**src/rtl/intack_pkg.sv**
```systemverilog
package intack_pkg;

    typedef enum logic [2:0] {
        PH_IDLE,
        PH_T1,
        PH_T2,
        PH_T3,
        PH_T4
    } phase_e;

    typedef struct packed {
        phase_e ph;
        logic   first;
        logic   last;
    } buspos_t;

    // scale a type value into a table pointer (four bytes per entry)
    function automatic logic [17:0] scale_by4(input logic [15:0] t);
        return {t, 2'b00};
    endfunction

endpackage

```
**src/rtl/intack_sampler.sv**
```systemverilog
module intack_sampler (
    input  logic clk,
    input  logic rst,
    input  logic irq,
    input  logic boundary,
    input  logic ie,
    input  logic busy,
    output logic accept
);
    logic irq_q;

    always_ff @(posedge clk) begin
        if (rst) irq_q <= 1'b0;
        else     irq_q <= irq;
    end

    assign accept = boundary && irq_q && ie && !busy;

    // acceptance needs the request to have been seen at the previous edge
    a_r1_registered_req: assert property (@(posedge clk) disable iff (rst)
        accept |-> $past(irq));

endmodule

```
**src/rtl/intack_buscyc.sv**
```systemverilog
module intack_buscyc
    import intack_pkg::*;
#(
    parameter int NUM_ACK = 2
) (
    input  logic    clk,
    input  logic    rst,
    input  logic    start,
    output buspos_t pos,
    output logic    ack,
    output logic    lock_n,
    output logic    busy
);
    localparam int CW = (NUM_ACK > 1) ? $clog2(NUM_ACK) : 1;

    phase_e        phase;
    logic [CW-1:0] cyc;
    logic          last_cyc;
    logic          first_cyc;

    assign last_cyc  = (cyc == CW'(NUM_ACK - 1));
    assign first_cyc = (cyc == '0);

    always_ff @(posedge clk) begin
        if (rst) begin
            phase <= PH_IDLE;
            cyc   <= '0;
        end else begin
            unique case (phase)
                PH_IDLE: if (start) begin
                    phase <= PH_T1;
                    cyc   <= '0;
                end
                PH_T1: phase <= PH_T2;
                PH_T2: phase <= PH_T3;
                PH_T3: phase <= PH_T4;
                PH_T4: if (last_cyc) begin
                    phase <= PH_IDLE;
                end else begin
                    phase <= PH_T1;
                    cyc   <= cyc + 1'b1;
                end
                default: phase <= PH_IDLE;
            endcase
        end
    end

    assign busy      = (phase != PH_IDLE);
    assign pos.ph    = phase;
    assign pos.first = first_cyc;
    assign pos.last  = last_cyc;
    assign ack       = (phase == PH_T2) || (phase == PH_T3);

    // lock spans T2 of the first cycle through T2 of the last one
    always_comb begin
        lock_n = 1'b1;
        if (busy) begin
            lock_n = 1'b0;
            if (first_cyc && phase == PH_T1)                     lock_n = 1'b1;
            if (last_cyc && (phase == PH_T3 || phase == PH_T4)) lock_n = 1'b1;
        end
    end

    // no idle state between cycles; a non-final T4 leads straight to T1
    a_r4_back_to_back: assert property (@(posedge clk) disable iff (rst)
        (phase == PH_T4 && !last_cyc) |=> (phase == PH_T1 && ack == 1'b0));

    // a start from idle always enters T1
    a_r4_start_t1: assert property (@(posedge clk) disable iff (rst)
        (phase == PH_IDLE && start) |=> (phase == PH_T1 && first_cyc));

endmodule

```
**src/rtl/intack_seq.sv**
```systemverilog
module intack_seq
    import intack_pkg::*;
#(
    parameter int FLAGS_W = 16,
    parameter int IE_BIT  = 9,
    parameter int TYPE_W  = 8,
    parameter int NUM_ACK = 2
) (
    input  logic               clk,
    input  logic               rst,
    input  logic               irq_i,
    input  logic               boundary_i,
    input  logic [FLAGS_W-1:0] flags_i,
    input  logic               hold_req_i,
    input  logic [TYPE_W-1:0]  data_i,
    output logic               ack_o,
    output logic               lock_n_o,
    output logic               hold_gnt_o,
    output logic               ie_clr_o,
    output logic [FLAGS_W-1:0] flags_save_o,
    output logic [TYPE_W-1:0]  vec_type_o,
    output logic [TYPE_W+1:0]  vec_addr_o,
    output logic               done_o
);
    localparam int ADDR_W = TYPE_W + 2;

    logic    accept;
    logic    busy;
    buspos_t pos;
    logic    latch_type;

    intack_sampler u_sampler (
        .clk      (clk),
        .rst      (rst),
        .irq      (irq_i),
        .boundary (boundary_i),
        .ie       (flags_i[IE_BIT]),
        .busy     (busy),
        .accept   (accept)
    );

    intack_buscyc #(.NUM_ACK(NUM_ACK)) u_bus (
        .clk    (clk),
        .rst    (rst),
        .start  (accept),
        .pos    (pos),
        .ack    (ack_o),
        .lock_n (lock_n_o),
        .busy   (busy)
    );

    assign latch_type = (pos.ph == PH_T3) && pos.last;
    assign done_o     = (pos.ph == PH_T4) && pos.last;
    assign hold_gnt_o = hold_req_i && !busy && !accept;

    always_ff @(posedge clk) begin
        if (rst) begin
            ie_clr_o     <= 1'b0;
            flags_save_o <= '0;
            vec_type_o   <= '0;
            vec_addr_o   <= '0;
        end else begin
            ie_clr_o <= accept;
            if (accept) flags_save_o <= flags_i;
            if (latch_type) begin
                vec_type_o <= data_i;
                vec_addr_o <= ADDR_W'(scale_by4(16'(data_i)));
            end
        end
    end

    // lock falls at the start of the first acknowledge strobe
    a_r5_lock_fall: assert property (@(posedge clk) disable iff (rst)
        $fell(lock_n_o) |-> ack_o);

    // lock releases while the last acknowledge strobe is still high
    a_r5_lock_rise: assert property (@(posedge clk) disable iff (rst)
        $rose(lock_n_o) |-> ack_o);

    // no grant while the sequence owns the bus
    a_r6_no_hold_busy: assert property (@(posedge clk) disable iff (rst)
        hold_gnt_o |-> (lock_n_o && !ack_o && !done_o));

    // the enable clear is a single pulse
    a_r3_clr_pulse: assert property (@(posedge clk) disable iff (rst)
        ie_clr_o |=> !ie_clr_o);

    // done is a single pulse
    a_r8_done_pulse: assert property (@(posedge clk) disable iff (rst)
        done_o |=> !done_o);

    // the address matches the captured type when done
    a_r7_addr_match: assert property (@(posedge clk) disable iff (rst)
        done_o |-> (vec_addr_o == ADDR_W'({vec_type_o, 2'b00})));

endmodule

```
**config.mk**
```make
export PLATFORM = sky130hd
export DESIGN_NAME = intack_seq
export DESIGN_NICKNAME = d
export VERILOG_FILES = /design/src/rtl/intack_pkg.sv /design/src/rtl/intack_sampler.sv /design/src/rtl/intack_buscyc.sv /design/src/rtl/intack_seq.sv
export SDC_FILE = /design/constraint.sdc
export NUM_CORES = 1
export LEC_CHECK = 0
export BUFFER_PORTS_ARGS = -buffer_cell sky130_fd_sc_hd__buf_2
export CORE_MARGIN = 3
export CORE_UTILIZATION = 48
export DETAILED_ROUTE_END_ITERATION = 10
export HOLD_SLACK_MARGIN = 0.06
export PLACE_DENSITY_LB_ADDON = 0.05
export SETUP_SLACK_MARGIN = 0.2
export SKIP_CTS_REPAIR_TIMING = 1
export SKIP_LAST_GASP = 1
export SLEW_MARGIN = 5
export SYNTH_ARGS = -nofsm -noshare
export SYNTH_HDL_FRONTEND = slang
export SYNTH_SLANG_ARGS = --single-unit
```
**constraint.sdc**
```tcl
create_clock -name clk -period 2.5 [get_ports clk]
set_clock_uncertainty 0.05 [all_clocks]
set_input_delay 0.625 -clock clk [delete_from_list [all_inputs] [get_ports clk]]
set_output_delay 0.625 -clock clk [all_outputs]
set_load 0.02 [all_outputs]
```
==> flow_metrics.py, run 1 <==
metrics = {
    "logic_synthesis": {
        "synth.distinct_cells": 25,
        "synthCells": 145,
        "yosysTopAreaCell": "dfxtp_1",
        "synth.cell_area_um2": 1349,
        "ys_top_cells_by_area": "dfxtp_1 (45%), nand2b_1 (14%), mux2i_1 (11%)",
        "yosys_warnings": 0,
        "ys_ff_latch": 30,
        "asyncSetResetFlopFracSynth": 0,
        "synth-main-ff-cell": "dfxtp_1",
        "synth_top_area_share": 0.4453,
        "syn_avg_cell_area_um2": 9.302,
        "seq_area_frac_synth": 0.4453,
        "synth_edf_count": 0,
    },
    "route": {
        "wirelength_um": 2559,
        "avgViaCountPerCell": 4.732,
        "ant_nets": 0,
        "dr.pass1.iters": 4,
        "dr_total_vias": 1093,
        "wl_per_cell_um": 11.08,
        "drt-initial-drc-count": 33,
        "drcViolationCount": 0,
    },
    "timing": {
        "fin_crit_sh": 0.8149,
        "tightest_slew_ns": 0.5766,
        "max_freq_mhz": 490.9,
        "tns_ns": 0,
        "setup_violations": 0,
        "finalCriticalPeriod_ns": 2.037,
        "relSlewSlack": 0.6156,
        "setup_ws_ns": 0.4628,
        "hold_violations": 0,
        "slew_violations": 0,
        "hold_slack_ns": 0.4191,
        "rsz0062_at_grt": "false",
    },
    "place": {
        "gp_congestion": 0.8013,
        "port_buffers": 65,
        "hpwl_um": 1831,
        "placed_area_um2": 1587,
        "pre_cts_ws_ns": 0.5661,
        "placed_cells": 222,
    },
    "final_layout": {
        "diodes": 0,
        "drive_gt1_frac": 0.3781,
        "design_area_um2": 1673,
        "final_cells": 231,
        "area_growth_pct": 24.03,
        "utilization": 0.6516,
        "final_nets": 229,
    },
    "global_routing": {
        "grt_antenna_before_repair": 0,
        "grt_pass1_vias": 998,
        "gr-total-overflow": 0,
        "grt_pass1_wl_um": 4195,
        "grt_max_degree": 46,
        "grt.total_usage": 0.1617,
    },
    "floorplan": {
        "dieHeight_um": 59.01,
        "pin_count": 68,
        "die_w_um": 59.01,
        "fp.dieArea_um2": 3482,
        "core_um2": 2567,
        "start_util": 0.5253,
        "rows": 18,
    },
    "min_path": {
        "hold_depth": 2,
        "holdPathEnd": "vec_addr_o[6]",
        "worstHoldStart": "vec_addr_o[6]",
        "hp-class": "reg2reg",
    },
    "run_status": {
        "status": "completed",
    },
    "worst_setup_path": {
        "critPathRequiredTime_ns": 1.82,
        "reg2reg_to": "flags_save_o[14]",
        "arrival_ns": 1.36,
        "r2r_start": "u_bus.phase[0]",
        "reg2regPathDepth": 3,
        "worst_setup_path_start_kind": "register",
        "crit_fanout": 9,
        "end_kind": "primary output",
        "reg2reg_slack_ns": 1.12,
        "critical_path_class": "reg2out",
    },
    "flow_run": {
        "maxCapViolCount": 0,
    },
    "power_and_ir_drop": {
        "power.total_mw": 0.9402,
        "leakagePower_nw": 0.7834,
        "ir_drop_mv": 0.5758,
        "power.density_nw_per_um2": 562.0,
    },
    "clock_network": {
        "clk_latency_ns": 0.32,
        "cts_root_buf": "clkbuf_4",
        "cts_htree_levels": 2,
        "cts_buffers": 5,
        "cts.clk_slew.worst_paths_ns": 0.09,
        "cts.sinks": 30,
        "cts_tree": "built",
        "cts_max_path_buffers": 2,
    },
}
==> kinds of logic after synthesis <==
| family | Yosys count | synth area share |
|---|---|---|
| AND/OR/NAND/NOR | 64 | 0.2737 |
| flip-flops | 30 | 0.4453 |
| buffers and inverters | 20 | 0.1011 |
| multiplexers | 15 | 0.1113 |
| AO/OA/AOI/OAI | 14 | 0.05937 |
| XOR/XNOR | 1 | 0.006495 |
| other | 1 | 0.002780 |
==> worst max-delay path, cell delays in order, from the launching register on <==
cell	delay (ns)
dfxtp_1	0.55
nor2_1	0.13
and4b_1	0.21
buf_2	0.15
==> flip-flops by register name, indices dropped and copies added (netlist names) <==
signal and count:
u_bus.cyc 1, u_bus.phase 3, u_sampler.irq_q 1, ie_clr_o 1, vec_addr_o 8, flags_save_o 16
==> cell type report <==
class / instances / area [um2]
fillers: 225 / 894.6
multi-input cells: 96 / 615.6
flip-flops and latches: 30 / 600.6
repair buffers: 67 / 340.3
clock buffers: 8 / 78.83
well taps: 30 / 37.54
==> placed cells by master (no fill, tap or decap), types with 2 or more instances in the layout <==
cell | netlist | routed
buf_2 | 1 | 65
nand2b_1 | 31 | 31
dfxtp_1 | 30 | 30
nand2_1 | 20 | 20
mux2i_1 | 15 | 15
a21oi_1 | 9 | 9
clkbuf_4 | 0 | 5
nor2b_1 | 3 | 3
clkbuf_8 | 0 | 3
nor2_1 | 2 | 2
and4b_1 | 2 | 2
conb_1 | 1 | 2
buf_4 | 10 | 2
==> how the worst max path moves through the flow <==
stage,endpoint,slack (ns),start,cells after the start
after global routing,hold_gnt_o,0.40,u_bus.phase[0],3
after detailed placement,lock_n_o,0.57,u_bus.phase[1],3
after floorplan,hold_gnt_o,0.74,boundary_i,2
final,hold_gnt_o,0.46,u_bus.phase[0],3
after CTS,lock_n_o,0.19,u_bus.phase[1],3
after global placement,hold_gnt_o,0.58,boundary_i,4
==> power by group <==
| part | internal, mW | switching [mW] | total, mW |
|---|---|---|---|
| registers | 0.487 | 0.00906 | 0.496 |
| logic | 0.0442 | 0.0454 | 0.0896 |
| clock network | 0.192 | 0.163 | 0.355 |
| total | 0.723 | 0.217 | 0.940 |
==> synth_stat cells (2+ instances only) <==
master / n
and4b_1: 2
mux2i_1: 15
nor2_1: 2
nand2_1: 20
nand2b_1: 31
buf_6: 3
dfxtp_1: 30
clkbuf_1: 6
nor2b_1: 3
buf_4: 10
a21oi_1: 9
==> layer usage <==
layer	global-route usage	part of all wire	wire length (um)
met3	0.06972	0.11	270
met4	0.05825	0.0098	25
met5	0	0	0
met2	0.2776	0.47	1215
met1	0.1764	0.41	1047
(Power assumes the default switching activity.)
==> inputs of run 2 (changes only) <==
--- a/config.mk
+++ b/config.mk
@@ -7,7 +7,7 @@
 export LEC_CHECK = 0
 export BUFFER_PORTS_ARGS = -buffer_cell sky130_fd_sc_hd__buf_2
 export CORE_MARGIN = 3
-export CORE_UTILIZATION = 48
+export CORE_UTILIZATION = 40
 export DETAILED_ROUTE_END_ITERATION = 10
 export HOLD_SLACK_MARGIN = 0.06
 export PLACE_DENSITY_LB_ADDON = 0.05
==> constraint.sdc (replaced) <==
create_clock -name clk -period 1.7 [get_ports clk]
set_clock_uncertainty 0.05 [all_clocks]
set_input_delay 0.425 -clock clk [delete_from_list [all_inputs] [get_ports clk]]
set_output_delay 0.425 -clock clk [all_outputs]
set_load 0.02 [all_outputs]
==> run 2 against run 1 <==
Clock power rose by 23%; sequential cell count unchanged; sequential power is 46% higher; cell area increased by 7.7%; count of clock-buffer cells in the layout decreased by 1; critical path depth stayed put; first-iteration DRC count increased by 120%; register-to-register slack worse by 0.80 ns; core utilization decreased by 7.6 points; combinational power grew 79%; routed wire length grew 11%; critical endpoint unchanged; largest cell class unchanged.
==> flow_metrics.py, run 2 (synthesized netlist as in run 1, its figures left out) <==
metrics = {
    "worst_setup_path": {
        "reg2reg_slack_ns": 0.32,
        "arrival_ns": 1.17,
        "reg2regPathDepth": 4,
        "r2r_start": "u_bus.phase[1]",
        "worst-path-buf-inv": 1,
        "end_kind": "primary output",
        "critical_path_class": "reg2out",
        "reg2reg_to": "flags_save_o[13]",
        "critPathMaxStageDelay_ns": 0.38,
        "worst_path_max_delay_cell": "dfxtp_4",
        "crit_fanout": 6,
        "cpLargestDelayFamily": "flip-flops",
        "path_cells": "nor2_4 > and4b_1 > buf_4",
        "worst_setup_path_start_kind": "register",
        "critPathRequiredTime_ns": 1.22,
    },
    "floorplan": {
        "dieHeight_um": 64.07,
        "die_w_um": 64.07,
        "rows": 20,
        "core_um2": 3128,
        "fp.dieArea_um2": 4105,
        "pin_count": 68,
        "start_util": 0.4312,
    },
    "route": {
        "drcViolationCount": 0,
        "drt-initial-drc-count": 71,
        "dr_total_vias": 1131,
        "ant_nets": 0,
        "wirelength_um": 2845,
        "dr.pass1.iters": 4,
        "wl_per_cell_um": 11.29,
        "avgViaCountPerCell": 4.488,
    },
    "final_layout": {
        "top_register": "flags_save_o",
        "reg_top3": "flags_save_o: 16 flops, vec_addr_o: 8 flops, u_bus.phase: 3 flops",
        "final_nets": 236,
        "diodes": 0,
        "final_cell_mix": "buf_2 (62), nand2b_1 (30), dfxtp_1 (25)",
        "layout_commonest_cell": "buf_2",
        "area_growth_pct": 33.58,
        "final_cells": 252,
        "drive_gt1_frac": 0.4471,
        "design_area_um2": 1802,
        "utilization": 0.5760,
        "largest_register_ffs": 16,
    },
    "place": {
        "hpwl_um": 2020,
        "pre_cts_ws_ns": 0.2199,
        "port_buffers": 65,
        "gp_congestion": 0.7417,
        "placed_cells": 239,
        "placed_area_um2": 1648,
    },
    "min_path": {
        "hold_depth": 2,
        "hp-class": "in2reg",
        "worstHoldStart": "irq_i",
        "holdPathEnd": "u_sampler.irq_q",
    },
    "timing": {
        "tns_ns": 0,
        "setup_violations": 0,
        "max_freq_mhz": 607.8,
        "slew_violations": 0,
        "relSlewSlack": 0.6636,
        "tightest_slew_ns": 0.5046,
        "finalCriticalPeriod_ns": 1.645,
        "setup_ws_ns": 0.05482,
        "rsz0062_at_grt": "true",
        "hold_violations": 0,
        "fin_crit_sh": 0.9678,
    },
    "run_status": {
        "status": "completed",
    },
    "clock_network": {
        "cts_buffers": 5,
        "cts_tree": "built",
        "cts_htree_levels": 2,
        "cts.clk_slew.worst_paths_ns": 0.09,
        "clk_latency_ns": 0.31,
        "cts.sinks": 30,
        "cts_max_path_buffers": 2,
        "cts_root_buf": "clkbuf_4",
    },
    "power_and_ir_drop": {
        "power.density_nw_per_um2": 731.3,
        "leakagePower_nw": 0.8270,
        "ir_drop_mv": 0.4795,
    },
    "global_routing": {
        "gr-total-overflow": 0,
        "grt_max_degree": 41,
        "grt_pass1_wl_um": 4733,
        "grt_pass1_vias": 1126,
        "grt_antenna_before_repair": 0,
        "grt.total_usage": 0.1447,
    },
    "flow_run": {
        "maxCapViolCount": 0,
    },
}
==> run 2: changes by cell type in the layout (fill, tap and decap cells not counted), moves of 2 or more <==
cell,delta
buf_2,-3
buf_4,+7
buf_6,+2
clkbuf_8,-2
dfxtp_1,-5
dfxtp_4,+4
==> run 2: layout make-up <==
class	count	area, um2
clock buffers	7	55.05
well taps	44	55.05
flip-flops and latches	30	616.8
clock inverters	1	5.005
multi-input cells	96	649.4
fillers	275	1326
repair buffers	74	420.4
==> run 2: metrics by stage <==
step,hold slack (ns),total power [mW]
after global routing,0.2888,1.377
after detailed placement,0.4066,0.8880
after floorplan,0.4362,0.8366
after global placement,0.3970,0.8844
final,0.2813,1.318
after CTS,0.2778,1.322
==> run 2: how the worst max path moves through the flow <==
stage                   start              end  cells after the start
2_1_floorplan  u_bus.phase[0]  flags_save_o[0]                      4
3_3_place_gp   u_bus.phase[0]       hold_gnt_o                      3
3_5_place_dp       boundary_i       hold_gnt_o                      4
4_1_cts        u_bus.phase[0]       hold_gnt_o                      3
5_1_grt        u_bus.phase[0]       hold_gnt_o                      3
6_report       u_bus.phase[0]       hold_gnt_o                      3
==> run 2: power breakdown <==
part	switching [mW]	internal [mW]	total (mW)	leakage [nW]
Clock	0.234	0.200	0.435	0.0353
Combinational	0.0767	0.0832	0.160	0.546
Sequential	0.0110	0.712	0.723	0.246
Total	0.322	0.996	1.32	0.827
==> run 2: layer usage <==
layer  GRT usage  up-vias  part of all wire
met3     0.05272        2             0.083
li1            -      586                 -
met5           0        -                 0
met1      0.1616      497              0.42
met4     0.05121        0            0.0049
met2      0.2503       46              0.49
==> inputs of run 3 (changes only) <==
--- a/config.mk
+++ b/config.mk
@@ -6,6 +6,7 @@
 export NUM_CORES = 1
 export LEC_CHECK = 0
 export BUFFER_PORTS_ARGS = -buffer_cell sky130_fd_sc_hd__buf_2
+export CORE_ASPECT_RATIO = 2
 export CORE_MARGIN = 3
 export CORE_UTILIZATION = 40
 export DETAILED_ROUTE_END_ITERATION = 10
==> run 3 against run 2 <==
Clock power is 34% higher; power is 12% higher; routed wire length is 11% higher; sequential share of layout area is 1.4 points lower; global-route usage is 0.59 points higher; combinational power is 6% higher; count of clock-buffer cells in the layout stayed put; critical path depth stayed put; fmax is 3.9% higher; core utilization is 1.3 points higher; setup slack better by 0.062 ns; final cell count is 4.4% lower; critical endpoint is now lock_n_o; largest cell class unchanged; highest routed layer unchanged.
==> flow_metrics.py, run 3 (synthesized netlist as in run 1, its figures left out) <==
metrics = {
    "worst_setup_path": {
        "end_kind": "primary output",
        "r2r_start": "u_bus.phase[2]",
        "arrival_ns": 1.11,
        "crit_fanout": 6,
        "critical_path_class": "reg2out",
        "cpLargestDelayFamily": "flip-flops",
        "reg2reg_slack_ns": 0.15,
        "reg2regPathDepth": 6,
        "worst_path_max_delay_cell": "dfxtp_4",
        "critPathMaxStageDelay_ns": 0.37,
        "critPathRequiredTime_ns": 1.22,
        "reg2reg_to": "flags_save_o[2]",
        "path_cells": "nand4b_1 > o21ai_2 > buf_6",
        "worst_setup_path_start_kind": "register",
        "worst-path-buf-inv": 1,
    },
    "power_and_ir_drop": {
        "ir_drop_mv": 0.6824,
        "leakagePower_nw": 0.8626,
        "power.density_nw_per_um2": 784.7,
    },
    "floorplan": {
        "pin_count": 68,
        "rows": 29,
        "start_util": 0.4224,
        "fp.dieArea_um2": 4147,
        "dieHeight_um": 88.12,
        "die_w_um": 47.06,
        "core_um2": 3193,
    },
    "timing": {
        "tightest_slew_ns": 0.5171,
        "relSlewSlack": 0.6552,
        "rsz0062_at_grt": "true",
        "fin_crit_sh": 0.9315,
        "hold_violations": 0,
        "setup_violations": 0,
        "max_freq_mhz": 631.5,
        "finalCriticalPeriod_ns": 1.584,
        "setup_ws_ns": 0.1164,
        "slew_violations": 0,
    },
    "min_path": {
        "hold_depth": 2,
        "holdPathEnd": "u_sampler.irq_q",
        "worstHoldStart": "irq_i",
        "hp-class": "in2reg",
    },
    "place": {
        "hpwl_um": 2230,
        "gp_congestion": 0.8366,
        "port_buffers": 65,
        "pre_cts_ws_ns": 0.2112,
    },
    "final_layout": {
        "top_register": "flags_save_o",
        "largest_register_ffs": 16,
        "final_cell_mix": "buf_2 (62), nand2b_1 (30), dfxtp_1 (25)",
        "reg_top3": "flags_save_o: 16 flops, vec_addr_o: 8 flops, u_bus.phase: 3 flops",
        "diodes": 0,
        "drive_gt1_frac": 0.4524,
        "area_growth_pct": 39.33,
        "utilization": 0.5886,
        "layout_commonest_cell": "buf_2",
        "final_nets": 238,
    },
    "route": {
        "dr.pass1.iters": 4,
        "wl_per_cell_um": 13.07,
        "dr_total_vias": 1186,
        "drt-initial-drc-count": 14,
        "wirelength_um": 3151,
        "ant_nets": 0,
        "drcViolationCount": 0,
        "avgViaCountPerCell": 4.921,
    },
    "clock_network": {
        "cts_tree": "built",
        "cts_buffers": 5,
        "cts.sinks": 30,
        "clk_latency_ns": 0.28,
        "cts_root_buf": "clkbuf_8",
        "cts_max_path_buffers": 2,
        "cts.clk_slew.worst_paths_ns": 0.06,
        "cts_htree_levels": 2,
    },
    "global_routing": {
        "gr-total-overflow": 0,
        "grt.total_usage": 0.1506,
        "grt_antenna_before_repair": 0,
        "grt_pass1_vias": 1093,
        "grt_pass1_wl_um": 4457,
        "grt_max_degree": 42,
    },
    "run_status": {
        "status": "completed",
    },
    "flow_run": {
        "maxCapViolCount": 0,
    },
}
-- run 3: routing by layer --
layer	up-vias	GRT usage	wire length, um
li1	588	-	-
met1	548	0.1445	1009
met2	46	0.2664	1870
met3	4	0.05144	224
met4	0	0.07557	45
met5	-	0	0
-- run 3: layout make-up --
| type | count | area, um2 |
|---|---|---|
| tap | 31 | 38.79 |
| timing repair buffer | 76 | 478.0 |
| sequential | 30 | 616.8 |
| fill | 310 | 1314 |
| clock buffer | 7 | 86.33 |
| clock inverter | 1 | 5.005 |
| multi-input combinational | 96 | 654.4 |
-- run 3: through the flow --
step                      std cells  instance area, um2  hold slack, ns  total power [mW]  TNS [ns]
after floorplan                 146                1361          0.4362            0.8366         0
after global placement          226                1632          0.3987            0.8833         0
after detailed placement        226                1632          0.4076            0.8892         0
after CTS                       234                1723          0.2991             1.476   -0.1629
after global routing            241                1879          0.3280             1.548         0
final                           241                1879          0.3014             1.475         0
-- run 3: how the worst max path moves through the flow --
| stage | end | startpoint | cells after the start |
|---|---|---|---|
| finish | lock_n_o | u_bus.phase[2] | 3 |
| global placement | hold_gnt_o | boundary_i | 4 |
| CTS | hold_gnt_o | u_bus.phase[0] | 3 |
| detailed placement | hold_gnt_o | boundary_i | 4 |
| global route | lock_n_o | u_bus.phase[2] | 3 |
| floorplan | flags_save_o[0] | u_bus.phase[0] | 4 |
-- run 3: where the power goes --
| part | internal, mW | total, mW | switching, mW |
|---|---|---|---|
| registers | 0.713 | 0.725 | 0.0118 |
| logic | 0.0888 | 0.169 | 0.0799 |
| clock network | 0.326 | 0.581 | 0.256 |
